$ cat src/rtl/tlu_pkg.sv
package tlu_pkg;
  function automatic int min_tkt_w(input int n);
    return $clog2(n) + 1;
  endfunction
endpackage

$ cat src/rtl/tlu_ticket_alloc.sv
module tlu_ticket_alloc #(
  parameter int N_REQ = 4,
  parameter int TKT_W = 3
) (
  input  logic                        clk_i,
  input  logic                        rst_ni,
  input  logic [N_REQ-1:0]            take_i,
  output logic [N_REQ-1:0][TKT_W-1:0] new_tkt_o
);
  logic [TKT_W-1:0] next_q;
  logic [N_REQ:0][TKT_W-1:0] pre;

  assign pre[0] = '0;
  for (genvar i = 0; i < N_REQ; i++) begin : g_pre
    assign pre[i+1]      = pre[i] + TKT_W'(take_i[i]);
    assign new_tkt_o[i]  = next_q + pre[i];
  end

  always_ff @(posedge clk_i or negedge rst_ni) begin
    if (!rst_ni) next_q <= '0;
    else         next_q <= next_q + pre[N_REQ];
  end

  a_r7_next_idle: assert property (@(posedge clk_i) disable iff (!rst_ni)
    (take_i == '0) |=> $stable(next_q));
  a_r2_next_one: assert property (@(posedge clk_i) disable iff (!rst_ni)
    $onehot(take_i) |=> (next_q == TKT_W'($past(next_q) + 1'b1)));
endmodule

$ cat src/rtl/tlu_slot.sv
module tlu_slot #(
  parameter int TKT_W = 3
) (
  input  logic             clk_i,
  input  logic             rst_ni,
  input  logic             take_i,
  input  logic [TKT_W-1:0] new_tkt_i,
  input  logic             retire_i,
  output logic             valid_o,
  output logic [TKT_W-1:0] ticket_o
);
  always_ff @(posedge clk_i or negedge rst_ni) begin
    if (!rst_ni) begin
      valid_o  <= 1'b0;
      ticket_o <= '0;
    end else if (retire_i) begin
      valid_o  <= 1'b0;
    end else if (take_i) begin
      valid_o  <= 1'b1;
      ticket_o <= new_tkt_i;
    end
  end

  a_r7_ticket_held: assert property (@(posedge clk_i) disable iff (!rst_ni)
    (valid_o && !retire_i) |=> (valid_o && $stable(ticket_o)));
endmodule

$ cat src/rtl/tlu_serve_ctr.sv
module tlu_serve_ctr #(
  parameter int TKT_W = 3
) (
  input  logic             clk_i,
  input  logic             rst_ni,
  input  logic             advance_i,
  input  logic             stray_i,
  output logic [TKT_W-1:0] serving_o,
  output logic             err_o
);
  always_ff @(posedge clk_i or negedge rst_ni) begin
    if (!rst_ni) begin
      serving_o <= '0;
      err_o     <= 1'b0;
    end else begin
      if (advance_i) serving_o <= serving_o + 1'b1;
      err_o <= stray_i;
    end
  end

  a_r5_serve_step: assert property (@(posedge clk_i) disable iff (!rst_ni)
    advance_i |=> (serving_o == TKT_W'($past(serving_o) + 1'b1)));
  a_r6_serve_hold: assert property (@(posedge clk_i) disable iff (!rst_ni)
    !advance_i |=> $stable(serving_o));
endmodule

$ cat src/rtl/ticket_lock_unit.sv
module ticket_lock_unit #(
  parameter int N_REQ = 4,
  parameter int TKT_W = tlu_pkg::min_tkt_w(N_REQ)
) (
  input  logic                   clk_i,
  input  logic                   rst_ni,
  input  logic [N_REQ-1:0]       acquire_i,
  input  logic [N_REQ-1:0]       release_i,
  output logic [N_REQ*TKT_W-1:0] ticket_o,
  output logic [N_REQ-1:0]       grant_o,
  output logic                   err_o
);
  logic [N_REQ-1:0]            valid;
  logic [N_REQ-1:0]            take;
  logic [N_REQ-1:0]            retire;
  logic [N_REQ-1:0][TKT_W-1:0] new_tkt;
  logic [N_REQ-1:0][TKT_W-1:0] tkt;
  logic [TKT_W-1:0]            serving;

  assign take   = acquire_i & ~valid;
  assign retire = release_i & grant_o;

  tlu_ticket_alloc #(.N_REQ(N_REQ), .TKT_W(TKT_W)) u_alloc (
    .clk_i, .rst_ni, .take_i(take), .new_tkt_o(new_tkt)
  );

  for (genvar i = 0; i < N_REQ; i++) begin : g_slot
    tlu_slot #(.TKT_W(TKT_W)) u_slot (
      .clk_i, .rst_ni,
      .take_i(take[i]), .new_tkt_i(new_tkt[i]), .retire_i(retire[i]),
      .valid_o(valid[i]), .ticket_o(tkt[i])
    );
    assign grant_o[i] = valid[i] && (tkt[i] == serving);
    assign ticket_o[i*TKT_W +: TKT_W] = tkt[i];
  end

  tlu_serve_ctr #(.TKT_W(TKT_W)) u_serve (
    .clk_i, .rst_ni,
    .advance_i(|retire), .stray_i(|(release_i & ~grant_o)),
    .serving_o(serving), .err_o
  );

  initial begin
    a_r8_width: assert (TKT_W >= tlu_pkg::min_tkt_w(N_REQ));
  end

  a_r4_one_grant: assert property (@(posedge clk_i) disable iff (!rst_ni)
    $onehot0(grant_o));
  a_r6_err_flag: assert property (@(posedge clk_i) disable iff (!rst_ni)
    (|(release_i & ~grant_o)) |=> err_o);
  a_r6_err_quiet: assert property (@(posedge clk_i) disable iff (!rst_ni)
    (release_i & ~grant_o) == '0 |=> !err_o);
  a_r5_handoff: assert property (@(posedge clk_i) disable iff (!rst_ni)
    (|retire) |=> ((grant_o & $past(grant_o)) == '0));
endmodule

$ cat config.mk
export PLATFORM = sky130hd
export DESIGN_NAME = ticket_lock_unit
export DESIGN_NICKNAME = d
export VERILOG_FILES = /design/src/rtl/tlu_pkg.sv /design/src/rtl/tlu_ticket_alloc.sv /design/src/rtl/tlu_slot.sv /design/src/rtl/tlu_serve_ctr.sv /design/src/rtl/ticket_lock_unit.sv
export SDC_FILE = /design/constraint.sdc
export NUM_CORES = 1
export LEC_CHECK = 0
export BUFFER_PORTS_ARGS = -buffer_cell sky130_fd_sc_hd__clkbuf_2
export CAP_MARGIN = 5
export CELL_PAD_IN_SITES_DETAIL_PLACEMENT = 1
export CELL_PAD_IN_SITES_GLOBAL_PLACEMENT = 2
export CORE_ASPECT_RATIO = 1.25
export CORE_MARGIN = 4
export CORE_UTILIZATION = 36
export CTS_CLUSTER_SIZE = 14
export DETAILED_ROUTE_END_ITERATION = 7
export PLACE_DENSITY_LB_ADDON = 0.1
export SYNTH_ARGS = -nofsm -noshare
export SYNTH_HDL_FRONTEND = slang
export SYNTH_SLANG_ARGS = --single-unit
$ cat constraint.sdc
create_clock -name clk_i -period 2.6 [get_ports clk_i]
set_input_delay 0.39 -clock clk_i [delete_from_list [all_inputs] [get_ports clk_i]]
set_output_delay 0.39 -clock clk_i [all_outputs]
set_load 0.05 [all_outputs]
==> results of run 1 <==
[sequential cells by signal (all words and copies together) (netlist names)]
| signal | count |
|---|---|
| u_serve.serving_o | 3 |
| g_slot.u_slot.valid_o | 4 |
| u_serve.err_o | 1 |
| g_slot.u_slot.ticket_o | 12 |
| u_alloc.next_q | 3 |
[worst register-to-register path: stages (launching register included)]
cell	delay [ns]
dfrtp_1	0.41
nand2b_1	0.31
fa_1	0.60
inv_1	0.07
fa_1	0.38
inv_1	0.07
fa_1	0.40
inv_1	0.06
[kinds of logic after synthesis]
group	synth area share, %
and+or+nand+nor	17.8
DFF	39.3
buffers and inverters	6.41
xor gates and xnor gates	13.9
adders and majority gates	13.7
AOI/OAI and AO/OA	4.78
muxes	4.10
[final timing paths]
path	endpoint	cells after the start
hold / removal	g_slot[2].u_slot.valid_o	1
max in group asynchronous	u_alloc.next_q[1]	1
min in group clk_i	g_slot[2].u_slot.valid_o	3
hold reg to reg	g_slot[2].u_slot.valid_o	2
setup / recovery	u_alloc.next_q[1]	7
setup reg to reg	u_alloc.next_q[1]	7
[cell usage in the layout (no fill, tap or decap)]
cell      netlist  final
o41ai_2         1      1
buf_4           1      1
xnor2_1         6      6
xor2_1          8      8
inv_2           2      2
nor4_4          3      3
fa_1            5      5
clkbuf_1        2      1
nor4b_4         2      2
nor4b_2         0      2
mux2_4          1      1
o221ai_2        1      1
clkbuf_8        0      3
xor2_2          5      5
dfrtp_1        23     23
nand2_1        18     18
nor3_1          2      2
clkbuf_2        0     26
ha_1            8      8
mux2_1          4      4
o21ai_0         1      1
nand2b_1        4      4
o21ai_1         5      5
o22a_1          1      1
nor2_1          8      8
inv_1          13     13
[per-stage QoR]
| stage | utilization [%] | setup slack (ns) |
|---|---|---|
| 2_1_floorplan | - | 0.139 |
| 3_3_place_gp | 42.8 | 0.324 |
| 3_5_place_dp | 42.8 | 0.269 |
| 4_1_cts | 43.9 | 0.241 |
| 5_1_grt | 43.9 | 0.125 |
| 6_report | 43.9 | 0.262 |
[final cells by class]
cell class                 count  area, um2
inverter                      15       56.3
sequential                    23        576
timing repair buffer          27        138
multi-input combinational     85        808
fill                         450       2160
tap                           54       67.6
clock buffer                   4       45.0
[routing by layer]
metal | global-route usage, % | share of wire (%) | vias to the layer above
li1 | - | - | 456
met3 | 1.98 | 3.6 | 5
met1 | 17.4 | 42 | 444
met4 | 6.22 | 2.0 | 0
met2 | 23.0 | 53 | 13
met5 | 0 | 0 | -
==> impl_metrics.json, run 1 <==
{
  "status": "finished clean",
  "r2r-start": "g_slot[0].u_slot.valid_o",
  "dpl-instance-area_mm2": 0.00165,
  "path_buf_inv": 3,
  "synth-async-reset-ratio_pct": 100,
  "path_class": "flop to flop",
  "nets": 178,
  "worstPathCellList": "nand2b_1, fa_1, inv_1, fa_1, inv_1, fa_1, inv_1",
  "start_kind": "flop",
  "synthCells": 128,
  "grt_max_degree": 24,
  "start_util_pct": 38.1,
  "gp_congestion": 0.716,
  "synth_top_area_share_pct": 39.3,
  "wl_per_cell_um": 14.4,
  "yosysMostFrequentCell": "dfrtp_1",
  "period_share_pct": 89.9,
  "fin_tns_setup_ns": 0,
  "setup_viol": 0,
  "grt_pass1_wl_mm": 5.32,
  "grt_setup_unrepaired": "no",
  "cts_tree": "done",
  "placementRows": 25,
  "syn_area_mm2": 0.00147,
  "antenna_found_initial": 0,
  "hold_viol_final": 0,
  "slowest_delay_ns": 0.60,
  "reg2reg_slack_ns": 0.26,
  "crit_path_top_delay_cell": "fa_1",
  "htreeDepth": 1,
  "syn_to_final_growth_pct": 15.4,
  "root_buffer": "clkbuf_8",
  "final_area_mm2": 0.00169,
  "drt_wl_total_mm": 3.00,
  "io_pins": 27,
  "fin_crit_ns": 2.34,
  "core_area_mm2": 0.00385,
  "tightest_slew_ns": 0.603,
  "yosys_warnings": 0,
  "place_inst": 204,
  "slew_viol_final": 0,
  "path_clk_slew_ns": 0.09,
  "final_antenna_net_count": 0,
  "dieArea_mm2": 0.00516,
  "grt_usage_pct": 13.7,
  "drt_iter0_markers": 35,
  "synth_commonest_cells": "23 x dfrtp_1, 18 x nand2_1, 13 x inv_1",
  "gr-total-overflow": 0,
  "synthesis.nets": 151,
  "critPathTopFamily": "adder cells",
  "io_buffer_count": 26,
  "synth_edf_count": 0,
  "fmax_mhz": 428,
  "cts_sinks": 23,
  "holdWs_ns": 0.110,
  "cts_resized": 0,
  "antennaDiodeCount": 0,
  "ys_ff_latch": 23,
  "hpwlAfterDp_mm": 2.51,
  "slew_headroom_pct": 59.8,
  "synth_area_leaders": "dfrtp_1 39%, fa_1 6.8%, ha_1 6.8%",
  "fin_cells": 208,
  "end_kind": "flop",
  "hp-class": "input port to asynchronous set/reset pin",
  "cts_hold_buf": 0,
  "skew_ns": 0.00586,
  "fp.dieH_um": 79.3,
  "firstDrtPassIters": 3,
  "drc": 0,
  "worstSetupStartpoint": "g_slot[0].u_slot.valid_o",
  "dieWidth_um": 65.1,
  "seq_area_frac_synth_pct": 39.3,
  "vias": 918,
  "clk_latency_ns": 0.27,
  "worstPathMaxFanout": 6,
  "clockBufferDepth": 2,
  "synth_ff_type": "dfrtp_1",
  "synth_top_area_cell": "dfrtp_1",
  "crit_arrival_ns": 2.55,
  "drv_cap": 0,
  "required_ns": 2.81,
  "ys_types": 25,
  "cts_made_buffers": 3,
  "drive_above_1_share_pct": 30.5,
  "viasPerCell": 4.41,
  "grt_pass1_vias": 1077,
  "postCtsSetupRepairBufs": 0,
  "syn_area_per_cell_um2": 11.4
}
Power of run 1 is left out: the tool's default activity adds up to more than one toggle a clock period on the data nets, which glitch-free logic cannot reach.
==> run 2: changes to the inputs <==
- BUFFER_PORTS_ARGS: -buffer_cell sky130_fd_sc_hd__clkbuf_2 -> -buffer_cell sky130_fd_sc_hd__buf_4
- MAX_ROUTING_LAYER: default -> met4
- SKIP_CTS_REPAIR_TIMING: default -> 1
==> run 2 against run 1 <==
Register-to-register slack about the same; worst hold slack worse by 0.10 ns; clock-buffer cell count shrank 1; via count is 0.87% higher; global-route usage up 0.14 points; largest cell class unchanged; critical path type unchanged; first-iteration DRC count shrank 74%.
==> impl_metrics.json, run 2 (synthesis results as in run 1) <==
{
  "crit_arrival_ns": 2.54,
  "firstDrtPassIters": 3,
  "drt_iter0_markers": 9,
  "final_antenna_net_count": 0,
  "cts_made_buffers": 3,
  "clockBufferDepth": 2,
  "vias": 926,
  "slowest_delay_ns": 0.58,
  "fin_tns_setup_ns": 0,
  "wl_per_cell_um": 14.3,
  "fin_crit_ns": 2.33,
  "nets": 178,
  "required_ns": 2.81,
  "clk_latency_ns": 0.26,
  "fin_cells": 208,
  "cts_tree": "done",
  "syn_to_final_growth_pct": 19.9,
  "antennaDiodeCount": 0,
  "drive_above_1_share_pct": 31.2,
  "fmax_mhz": 429,
  "dpl-instance-area_mm2": 0.00171,
  "cts_sinks": 23,
  "tightest_slew_ns": 0.412,
  "nFillCells": 436,
  "drt_wl_total_mm": 2.97,
  "core_area_mm2": 0.00385,
  "hpwlAfterDp_mm": 2.55,
  "dieWidth_um": 65.1,
  "largest_reg_flops": 12,
  "final_common_cell": "buf_4",
  "antenna_found_initial": 0,
  "gp_congestion": 0.713,
  "io_buffer_count": 26,
  "htreeDepth": 1,
  "placementRows": 25,
  "worstPathCellList": "nand2b_1, fa_1, inv_1, fa_1, inv_1, fa_1, inv_1",
  "root_buffer": "clkbuf_8",
  "drv_cap": 0,
  "path_clk_slew_ns": 0.09,
  "grt_max_degree": 24,
  "regMostFlops": "g_slot.u_slot.ticket_o",
  "status": "finished clean",
  "io_pins": 27,
  "start_util_pct": 38.1,
  "grt_setup_unrepaired": "no",
  "worstPathMaxFanout": 6,
  "period_share_pct": 89.7,
  "final_area_mm2": 0.00176,
  "slew_headroom_pct": 72.3,
  "crit_path_top_delay_cell": "fa_1",
  "path_class": "flop to flop",
  "reg_top3": "g_slot.u_slot.ticket_o x12, g_slot.u_slot.valid_o x4",
  "most-common-layout-cells": "27 x buf_4, 23 x dfrtp_1, 18 x nand2_1, 13 x inv_1",
  "place_inst": 204,
  "grt_pass1_wl_mm": 5.24,
  "fp.dieH_um": 79.3,
  "viasPerCell": 4.45,
  "end_kind": "flop",
  "gr-total-overflow": 0,
  "slew_viol_final": 0,
  "dieArea_mm2": 0.00516,
  "grt_usage_pct": 13.9,
  "skew_ns": 0.00923,
  "hold_viol_final": 0,
  "grt_pass1_vias": 1063,
  "hp-class": "input port to asynchronous set/reset pin",
  "setup_viol": 0,
  "start_kind": "flop",
  "drc": 0
}
run 2: cell types whose count changed in the layout (fill, tap and decap cells not counted), sizes merged:
cell    change
buf        +26
clkbuf     -27
clkinv      +1
run 2: final cells by class:
class	count	area, um2	area share (%)
multi-input combinational	85	808	46.0
clock inverter	1	5.00	0.285
timing repair buffer	27	203	11.5
sequential	23	576	32.8
clock buffer	3	41.3	2.35
inverter	15	56.3	3.21
tap	54	67.6	3.85
run 2: layer usage:
metal / track usage (%) / share of wire, %
met5: - / 0
met4: 3.94 / 0.61
met3: 2.69 / 3.0
met2: 22.7 / 53
met1: 17.5 / 43
run 2: path summary, 6_finish.rpt:
path	slack (ns)	from	to	cells after the start
max	0.27	g_slot[0].u_slot.valid_o	u_alloc.next_q[1]	7
min	0.006	rst_ni	u_serve.err_o	1
max reg2reg	0.27	g_slot[0].u_slot.valid_o	u_alloc.next_q[1]	7
min reg2reg	0.53	g_slot[2].u_slot.valid_o	g_slot[2].u_slot.valid_o	2
max in group asynchronous	2.34	rst_ni	g_slot[1].u_slot.ticket_o[1]	1
min in group clk_i	0.34	acquire_i[3]	g_slot[3].u_slot.valid_o	3
run 2: critical path: cells and delay by family (launching register included):
family / cells / cell delay (ns)
adders and majority gates: 3 / 1.37
DFF: 1 / 0.42
and+or+nand+nor: 1 / 0.29
buffers and inverters: 3 / 0.20
run 2: metrics by stage:
step | hold slack [ns] | worst slack, ns | utilization [%]
2_1_floorplan | 0.0944 | 0.139 | -
3_3_place_gp | 0.304 | 0.327 | 44.5
3_5_place_dp | 0.314 | 0.272 | 44.5
4_1_cts | 0.0212 | 0.247 | 45.7
5_1_grt | 0.0189 | 0.114 | 45.7
6_report | 0.00581 | 0.267 | 45.7
Power of run 2 is left out for the same reason.
